## config.mk

```make
export PLATFORM = sky130hd
export DESIGN_NAME = aco_irq_csr
export DESIGN_NICKNAME = d
export VERILOG_FILES = /design/src/rtl/aco_csr_pkg.sv /design/src/rtl/aco_pend_flag.sv /design/src/rtl/aco_ctrl_reg.sv /design/src/rtl/aco_irq_merge.sv /design/src/rtl/aco_irq_csr.sv
export SDC_FILE = /design/constraint.sdc
export NUM_CORES = 1
export LEC_CHECK = 0
export BUFFER_PORTS_ARGS = -buffer_cell sky130_fd_sc_hd__buf_4
export CAP_MARGIN = 0
export CORE_AREA = 2 2 39 41
export CTS_CLUSTER_DIAMETER = 100
export CTS_CLUSTER_SIZE = 28
export DETAILED_ROUTE_END_ITERATION = 10
export DIE_AREA = 0 0 41 43
export GPL_ROUTABILITY_DRIVEN = 0
export PLACE_DENSITY = 0.68
export SYNTH_ARGS = -nofsm -noshare
export SYNTH_HDL_FRONTEND = slang
export SYNTH_SLANG_ARGS = --single-unit
```

## constraint.sdc

```tcl
create_clock -name clk -period 1.2 [get_ports clk]
set_clock_uncertainty 0.1 [all_clocks]
set_input_delay 0.3 -clock clk [delete_from_list [all_inputs] [get_ports clk]]
set_output_delay 0.3 -clock clk [all_outputs]
set_load 0.1 [all_outputs]
```

## src/rtl/aco_csr_pkg.sv

```systemverilog
package aco_csr_pkg;
    localparam int CSR_W  = 16;
    localparam int NSRC   = 3;
    localparam int B_RST  = 0;
    localparam int B_HOST = 1;
    localparam int B_HALT = 2;
    localparam int B_DMAS = 9;

    // Source index: 0 coprocessor, 1 auxiliary DMA, 2 audio DMA
    function automatic int pend_bit(input int s);
        return 7 - 2 * s;
    endfunction

    function automatic int mask_bit(input int s);
        return 8 - 2 * s;
    endfunction

    typedef struct packed {
        logic            host;
        logic            halt;
        logic [NSRC-1:0] en;
    } ctrl_t;

    function automatic logic [CSR_W-1:0] pack_word(input ctrl_t c, input logic [NSRC-1:0] p);
        logic [CSR_W-1:0] w;
        w         = '0;
        w[B_HOST] = c.host;
        w[B_HALT] = c.halt;
        for (int s = 0; s < NSRC; s++) begin
            w[pend_bit(s)] = p[s];
            w[mask_bit(s)] = c.en[s];
        end
        return w;
    endfunction
endpackage

```

## src/rtl/aco_pend_flag.sv

```systemverilog
module aco_pend_flag (
    input  logic clk,
    input  logic rst,
    input  logic set_i,
    input  logic clr_i,
    output logic q
);
    always_ff @(posedge clk) begin
        if (rst)        q <= 1'b0;
        else if (set_i) q <= 1'b1;   // hardware set has priority
        else if (clr_i) q <= 1'b0;
    end
endmodule

```

## src/rtl/aco_ctrl_reg.sv

```systemverilog
module aco_ctrl_reg
    import aco_csr_pkg::*;
(
    input  logic             clk,
    input  logic             rst,
    input  logic             wr_en,
    input  logic [CSR_W-1:0] wr_data,
    output ctrl_t            ctrl_o
);
    ctrl_t nxt;

    always_comb begin
        nxt.host = wr_data[B_HOST];
        nxt.halt = wr_data[B_HALT];
        for (int s = 0; s < NSRC; s++) begin
            nxt.en[s] = wr_data[mask_bit(s)];
        end
    end

    always_ff @(posedge clk) begin
        if (rst) begin
            ctrl_o.host <= 1'b0;
            ctrl_o.halt <= 1'b1;
            ctrl_o.en   <= '0;
        end else if (wr_en) begin
            ctrl_o <= nxt;
        end
    end
endmodule

```

## src/rtl/aco_irq_merge.sv

```systemverilog
module aco_irq_merge #(
    parameter int N = 3
) (
    input  logic         clk,
    input  logic         rst,
    input  logic [N-1:0] pend,
    input  logic [N-1:0] en,
    output logic         irq_o
);
    always_ff @(posedge clk) begin
        if (rst) irq_o <= 1'b0;
        else     irq_o <= |(pend & en);
    end
endmodule

```

## src/rtl/aco_irq_csr.sv

```systemverilog
module aco_irq_csr
    import aco_csr_pkg::*;
(
    input  logic             clk,
    input  logic             rst,
    input  logic             wr_en,
    input  logic [CSR_W-1:0] wr_data,
    output logic [CSR_W-1:0] rd_data,
    input  logic             cop_evt,
    input  logic             aux_evt,
    input  logic             aud_evt,
    output logic             irq_out
);
    logic [NSRC-1:0] evt;
    logic [NSRC-1:0] pend;
    ctrl_t           ctrl;

    assign evt = {aud_evt, aux_evt, cop_evt};

    for (genvar s = 0; s < NSRC; s++) begin : g_src
        aco_pend_flag u_flag (
            .clk   (clk),
            .rst   (rst),
            .set_i (evt[s]),
            .clr_i (wr_en & wr_data[pend_bit(s)]),
            .q     (pend[s])
        );
    end

    aco_ctrl_reg u_ctrl (
        .clk     (clk),
        .rst     (rst),
        .wr_en   (wr_en),
        .wr_data (wr_data),
        .ctrl_o  (ctrl)
    );

    aco_irq_merge #(.N(NSRC)) u_merge (
        .clk   (clk),
        .rst   (rst),
        .pend  (pend),
        .en    (ctrl.en),
        .irq_o (irq_out)
    );

    assign rd_data = pack_word(ctrl, pend);
endmodule

```

### After elaboration in Yosys (flattened, before gate mapping)

Cells that the tools add are included.

* multipliers: 0
* reduce and logical (&&, ||, !) cells: 4
* divide/modulo/power cells: 0
* magnitude comparators: 0
* shift-type cells: 0
* muxes and demuxes: 6
* equality and inequality tests: 0
* bitwise operators: 4
* add/subtract/negate cells: 0

Operators with widths (number)
* 2-to-1 mux 1 bit: 6
* nonzero test 2 bit: 3
* AND 1 bit: 3
* AND 3 bit: 1
* OR reduction 3 bit: 1

* ROM bits: 0
* memory bits (writable): 0
* latch bits: 0
* word-level logic and storage cells: 21
* output and inout port bits: 17
* memories: 0
* flip-flop bits (word level): 9

### Longest topological paths before layout

Gate-level depths: netlist of the first run.

* depth in word-level cells: 3
* mapped depth: 3
* mapped depth without buffers: 2

### Hierarchy

Synthesis of the first run repeated with hierarchy kept, for this count alone.

* cells, all modules: 43
* area, all modules: 416.6 µm²

Modules (own cells, without submodules)
* aco_ctrl_reg: cells each 16, area each 183.9 µm², times used 1, seq. area each 100.1 µm²
* aco_pend_flag: cells each 4, area each 38.8 µm², times used 3, seq. area each 20.0 µm²
* aco_irq_csr: cells each 12, area each 82.6 µm², times used 1, seq. area each 0.0 µm²
* aco_irq_merge: cells each 3, area each 33.8 µm², times used 1, seq. area each 20.0 µm²

### Worst setup path before layout of the first run

OpenSTA, ideal clock, no wires.

* path type: reg-to-reg
* from: register, netlist name u_ctrl.ctrl_o[1]
* to: register u_merge.irq_o
* data arrival time: 1.292 ns
* slack: -0.261 ns
* stages on the path, launching flop included: 3
* setup time: 0.069 ns
* path buffers: 0
* period minus slack after synthesis: 1.461 ns
* data required time: 1.031 ns
* path through: dfxtp_1 a222oi_1 nor2_1

* cells in the longest elaborated chain, start to end: 2

Ends and longest elaborated chain
* AND 3 bit: line aco_irq_merge.sv:12 `else irq_o <= |(pend & en);`
* OR reduction 3 bit: line aco_irq_merge.sv:12
* to (signal assigned): line aco_irq_merge.sv:12
* to (decl): line aco_irq_merge.sv:8 `output logic irq_o`

Every way passes these cells.
A chain may end at the register's enable or synchronous reset.

### Worst setup path after layout of the first run

* from: register g_src[0].u_flag.q
* to: output port rd_data[7]

RTL lines
* from (decl): line aco_pend_flag.sv:6 `output logic q`
* from (signal assigned): line aco_pend_flag.sv:9 `if (rst) q <= 1'b0;`
* from (signal assigned): line aco_pend_flag.sv:10 `else if (set_i) q <= 1'b1;`
* from (signal assigned): line aco_pend_flag.sv:11 `else if (clr_i) q <= 1'b0;`
* to (decl): line aco_irq_csr.sv:8 `output logic [CSR_W-1:0] rd_data,`

No word-level cell between the ends.

==> impl_summary.md, run 1 <==
Clock tree
The number of hold buffers added after CTS was 0. TritonCTS built the clock tree. Clock tree synthesis inserted a total of 3 buffers. For the worst-skew pair, the clock arrives at the later sink with an insertion delay of 0.26 ns. The library cell used as clock root buffer is clkbuf_4.

No sink is reached through more buffers than the 2 on the longest clock path. The H-tree depth is 1. The clock drives 9 sinks.

The clock-pin slew on the worst setup and hold paths is 0.06 ns.

Power and ir drop
Summing internal, switching and leakage power gives 0.986 mW. The leakage power total is 0.344 nW. Power spread over the standard cell area amounts to 1350 mW/mm². The maximum vdd ir drop is 0.658 mV.

Final layout
Across the whole layout, storage elements account for 201 µm². After routing the design area is 729 µm². The multi-input logic area is 166 µm². The area growth from synthesis to layout is 74.0%.

After filler insertion, the fill cell instance count of the layout stands at 137. The repair_antennas step left the layout with diodes totalling 0. The net count of the finished layout is 89.

Cells with a size suffix above 1 make up 63.6% of the layout.

STA
Setup repair after global routing could not meet its margin everywhere. Subtracting the final worst setup slack from the clock period gives 1.19 ns. The worst-case setup margin in the final layout is 0.00763 ns. The number of pins with negative max-slew slack in the final report is 0. The total count of hold-check failures in the final report came to 0.

The maximum clock rate is 839 MHz. Adding up every negative setup slack in the final design gives 0 ns. Setup violations remaining at the end of the flow were counted as 0. Dividing the final minimum period by the clock period gives 99.4%.

Logic synthesis
Sorting the synthesized cells by area gives the leading types as dfxtp_1 43%, buf_4 20%, mux2i_1 9.6%. The library cell with the highest instance count after synthesis is buf_4. The synthesized design contains 9 register bits. Each instance of the synthesized netlist takes up on average 10.2 µm². The share of the Yosys chip area taken by registers is 43.0%. Synthesis produced a netlist whose cell count is 41.

The post-synthesis cell area is 419 µm². The biggest area contributor in the post-synthesis netlist is dfxtp_1. Yosys mapped a number of flops with a built-in enable equal to 0. The most frequently used flop master after synthesis is dfxtp_1.

The portion of synthesized cell area occupied by the leading cell type is 43.0%. Sorting the synthesized cells by how often they occur yields 11 x buf_4, 9 x dfxtp_1, 5 x nor2_1. The synthesized netlist contains 12 unique library cells.

The number of warnings issued by yosys is 0. The share of flip-flops with an asynchronous set or reset is 0%.

Die
The die width is 41 µm. The height of the chip is 43 µm. The initial core utilization is 30.3%. The total die area is 0.00176 mm². During I/O placement, the number of pins put on the boundary was 39. The floorplan has 14 rows. The area inside the core boundary is 0.00138 mm².

Job
Across the run, the number of max-cap violations was 0.

Placement
The post-place setup slack is 0.165 ns. The standard cell area after detailed placement is 539 µm². The half-perimeter wire length of the detailed placement result is 580 µm. The number of buffers added on ports is 22.

Detailed routing
In the routed design, unresolved DRC markers number 0. The first TritonRoute pass finished after 4 iterations. The per-cell via count in the routed design is 4.17. The total number of vias is 342. After detailed routing, the average wire length per cell comes to 10.5 µm. The antenna violation net count after detailed routing is 0.

For this block, the initial DRC count from the detailed router was 1. The routed design has 862 µm of wire.

Status
The run finished with clean final reports.

Worst setup path
The critical path launch point type is a flop. Among cell families on the critical path, the largest total delay comes from flip-flops. The buffers plus inverters on the worst setup path is 1. The startpoint identified for the worst register-to-register timing path is u_ctrl.ctrl_o[1]. The signal on the critical path passes through buf_12. For the worst setup path, the data arrival time is 0.79 ns. The largest incremental delay on the critical path is 0.36 ns. In this run the worst path has a maximum fanout of 3. The start point of the critical path is g_src[0].u_flag.q. The type of the setup path with the least slack is flop to output pin. The worst endpoint required time is 0.80 ns. The worst setup path is captured at an output pin. The reg-to-reg setup timing slack is 0.13 ns. The critical path's slowest cell is dfxtp_4.

GRT
The global-route wire length before repair is 1410 µm. The via count of the first global-routing pass came to 319. The number of antenna violations at the first check in global routing is 0.

The aggregate global-route resource usage is 12.9%. The total overflow left after global routing is 0. Entering global routing, the biggest net connects 10 pins.

Worst hold path
In this run the most critical hold path is launched from wr_data[2]. The worst hold-check path type is input pin to flop.
[per-layer routing]
metal	global-route usage [%]	vias to the layer above	wire length [µm]
li1	-	170	-
met1	14.2	151	291
met2	16.6	19	481
met3	9.95	2	78
met4	8.00	0	11
met5	0	-	0
[kinds of logic after synthesis]
family          count (synthesis)  synth area share, %
other cells                     1                0.895
buf+inv                        13                 23.6
flops                           9                 43.0
mux                             4                 9.55
compound gates                  8                 17.0
simple gates                    6                 5.97
[cell type report]
class / instances / share of cell area (%)
sequential: 9 / 27.6
timing repair buffer: 27 / 43.2
tap: 16 / 2.74
multi-input combinational: 26 / 22.8
clock buffer: 4 / 3.60
[metrics by stage]
stage	std cells	util (%)	hold slack [ns]
finish	82	52.7	0.143
global route	82	52.7	0.128
CTS	81	51.6	0.136
detailed placement	73	39.0	0.377
global placement	73	39.0	0.368
floorplan	48	-	0.322
[path summary, 6_finish.rpt]
check | cells after the start | endpoint
max | 1 | rd_data[7]
min | 2 | u_ctrl.ctrl_o[3]
max reg2reg | 3 | u_merge.irq_o
min reg2reg | 2 | u_ctrl.ctrl_o[4]
[cell usage in the layout (no fill, tap or decap), drive strengths merged]
cell	count
clkbuf	4
mux2i	4
nor2b	1
a211o	1
buf	27
dfxtp	9
nor2	5
a222oi	1
o21ba	3
conb	8
a21boi	3
[registers in the layout, summed over array words and instances, names as in the netlist]
signal and flops:
g_src.u_flag.q 3, u_ctrl.ctrl_o 5, u_merge.irq_o 1
[what timing repair did]
item,4_1_cts,5_1_grt
endpoints found under the hold margin,0,0
buffers inserted,4,1
resized for setup,32,2
endpoints found under the setup margin,9,9
cloned,0,0
[power breakdown]
group | switching [mW] | leakage [nW] | total [mW] | internal [mW]
Clock | 0.105 | 0.0150 | 0.233 | 0.128
Combinational | 0.282 | 0.251 | 0.415 | 0.132
Sequential | 0.0197 | 0.0781 | 0.338 | 0.318
Total | 0.407 | 0.344 | 0.986 | 0.578
No activity file was read; power rests on OpenSTA's default activity.
==> inputs of run 2 (changes only) <==
--- a/constraint.sdc
+++ b/constraint.sdc
@@ -4,2 +4,2 @@
 set_output_delay 0.3 -clock clk [all_outputs]
-set_load 0.1 [all_outputs]
+set_load 0.005 [all_outputs]
==> run 2 against run 1 <==
  * Sequential power down 2%
  * Sequential cell count unchanged
  * Via count down 9.4%
  * Non-clock buffer count down 5
  * Critical path depth unchanged
  * First-iteration DRC count rose to 7.0 times the previous value
  * Combinational power down 74%
  * Maximum frequency up 4.4%
  * Final area down 23%
  * Clock power down 2%
  * Clock-buffer cell count unchanged
  * Critical path type unchanged
  * Critical endpoint is now rd_data[4]
  * Highest routed layer is now met3
==> impl_summary.md, run 2 (synthesis gave the netlist of run 1 again) <==
Status
The flow ran to the end, and the final reports show no timing, DRC or antenna violations.

GRT
The via count of the first global-routing pass is 298 (-6.6%). The global-route wire length before repair came to 1210 µm (-14%). The aggregate global routing overflow was 0 (unchanged).

The largest net degree at the start of global routing was 10 (unchanged). The aggregate global-route resource usage is 11.1% (-1.8 points). The number of antenna violations at the first check in global routing is 0 (unchanged).

Clock tree
The clock insertion delay at the later pin of the skew report is 0.25 ns (about the same). The number of sinks handled by clock tree synthesis is 9 (unchanged). The H-tree depth was 1 (unchanged). The clock tree buffer depth came to 2 (unchanged). The quantity of hold-fixing buffers added after cts is 0 (unchanged). The CTS buffer count is 3 (unchanged). The library cell used as clock root buffer is clkbuf_4. The clock-pin slew on the worst setup and hold paths is 0.06 ns (about the same). The CTS tree is built.

Worst setup path
The critical path in this run is classified as flop to output pin. The kind of cell adding the most delay to the critical path is flip-flops. STA classifies the critical path startpoint as a flop. The worst endpoint required time is 0.80 ns (about the same).

The endpoint kind of the worst setup timing path is an output pin. The largest incremental delay on the critical path is 0.36 ns (about the same). The critical path's slowest cell is dfxtp_1. The buffers plus inverters on the worst setup path is 1 (unchanged). Walking the worst path, the cells encountered are buf_4.

The maximum fanout along the worst path was 3 (unchanged). The worst register-to-register path begins at g_src[1].u_flag.q. The data arrival at the endpoint of the critical path is 0.74 ns (-0.05 ns). The start point of the critical path is u_ctrl.ctrl_o[2].

Job
The number of maximum-capacitance constraint violations is 0 (unchanged).

Die
The number of rows in the core area is 14 (unchanged). The total die area is 0.00176 mm² (unchanged). The area inside the core boundary is 0.00138 mm² (unchanged). The height of the chip is 43 µm (unchanged).

The die width is 41 µm (unchanged). The number of placed I/O pins is 39 (unchanged). The initial core utilization was 30.3% (unchanged).

Worst hold path
The launch point of the worst hold path is wr_data[2]. In this run the worst hold path is classified as input pin to flop.

STA
Setup repair after global routing left no endpoint under its margin. The total count of hold-check failures in the final report is 0 (unchanged). The post-route clock period utilization is 95.2% (-4.2 points).

The worst-case setup margin in the final layout came to 0.0576 ns (+0.0499 ns). The summed negative setup slack over all endpoints is 0 ns (unchanged). The minimum clock period is 1.14 ns (-0.0499 ns). The number of pins with negative max-slew slack in the final report is 0 (unchanged).

The setup violation total in the final timing report is 0 (unchanged). The maximum clock rate came to 875 MHz (+4.4%).

Power and ir drop
The internal power consumption came to 0.517 mW (-11%). The switching share of total power is 22.5% (-19 points). The power per cell area is 1190 mW/mm² (-12%).

The power dissipated by switching net loads is 0.150 mW (-63%). The power share of the combinational group is 16.2% (-26 points). The maximum vdd ir drop is 0.385 mV (-41%). The clock network fraction of total power is 34.2% (+11 points). The leakage power total was 0.282 nW (-18%).

The part of the power in registers was 49.6% (+15 points).

Final layout
The flip-flop count of the largest register after layout is 5 (unchanged). The share of layout cells above drive strength 1 was 47.5% (-16 points). The net count of the finished layout was 84 (-5.6%). In the layout the commonest cells are 22 x buf_4, 8 x conb_1, 8 x dfxtp_1.

The largest registers in the layout are u_ctrl.ctrl_o (5), g_src.u_flag.q (3), u_merge.irq_o (1). The diode insertion count for antenna repair is 0 (unchanged). From synthesis to final layout, the design area changed by 33.4%. The largest register by flop count is u_ctrl.ctrl_o.

The most frequent standard cell in the layout excluding fill and tap cells is buf_4.

Placement
The post-place setup slack is 0.236 ns (+0.0714 ns). The number of buffers added on ports is 22 (unchanged).

Detailed routing
The per-cell via count in the routed design is 4.03 (-3.5%). The number of violations reported at the end of detailed-routing iteration 0 came to 7 (+6). The first-pass iteration count of the detailed router was 4 (unchanged). The antenna violation net count after detailed routing is 0 (unchanged).

The total number of vias is 310 (-9.4%). The final routed wire length divided by cell count is 9.56 µm (-9.1%). The aggregate routed wire length is 736 µm (-15%). The post-detailed-route DRC marker count came to 0 (unchanged).
==> run 2: changes by cell type in the layout (fill, tap and decap cells not counted), sizes merged <==
cell / previous run / this run
buf: 27 / 22
==> run 2: final cells by class <==
class	instances	area (µm²)
flip-flops and latches	9	181
repair buffers	22	165
fillers	156	825
multi-input cells	26	166
clock buffers	4	26.3
well taps	16	20.0
==> run 2: repair_timing <==
action / CTS / global route
endpoints found under the hold margin: 0 / 0
resized for setup: 0 / 1
buffers inserted: 0 / 0
setup endpoints to repair: 0 / 1
==> run 2: worst paths after layout <==
kind,to,slack (ns),cells after the start
min reg2reg,u_ctrl.ctrl_o[4],0.41,2
max,rd_data[4],0.06,1
min,u_ctrl.ctrl_o[3],0.15,2
max reg2reg,u_merge.irq_o,0.26,2
==> run 2: power groups by stage <==
stage                     Combinational [mW]  Sequential [mW]  Clock (mW)
after floorplan                       0.0763            0.336           0
after global placement                 0.108            0.337           0
after detailed placement               0.109            0.337           0
after CTS                              0.110            0.331       0.238
after global routing                   0.122            0.334       0.263
final                                  0.108            0.331       0.228
==> run 2: stage by stage <==
step	area [µm²]	power (mW)	utilization [%]	hold slack, ns	cells
2_1_floorplan	445	0.412	-	0.322	48
3_3_place_gp	532	0.445	38.4	0.378	73
3_5_place_dp	532	0.447	38.4	0.395	73
4_1_cts	558	0.679	40.3	0.138	77
5_1_grt	559	0.719	40.4	0.140	77
6_report	559	0.667	40.4	0.147	77
==> run 2: per-layer routing <==
layer	vias up	part of all wire [%]	global-route usage, %
met2	18	45	14.7
met3	0	10	6.28
met4	0	0	8.00
li1	158	-	-
met1	134	45	12.6
met5	-	0	0
==> run 2: worst register-to-register path, cell delays in order (launching register included) <==
cell and delay (ns):
dfxtp_1 0.33, a222oi_1 0.34, nor2_1 0.06
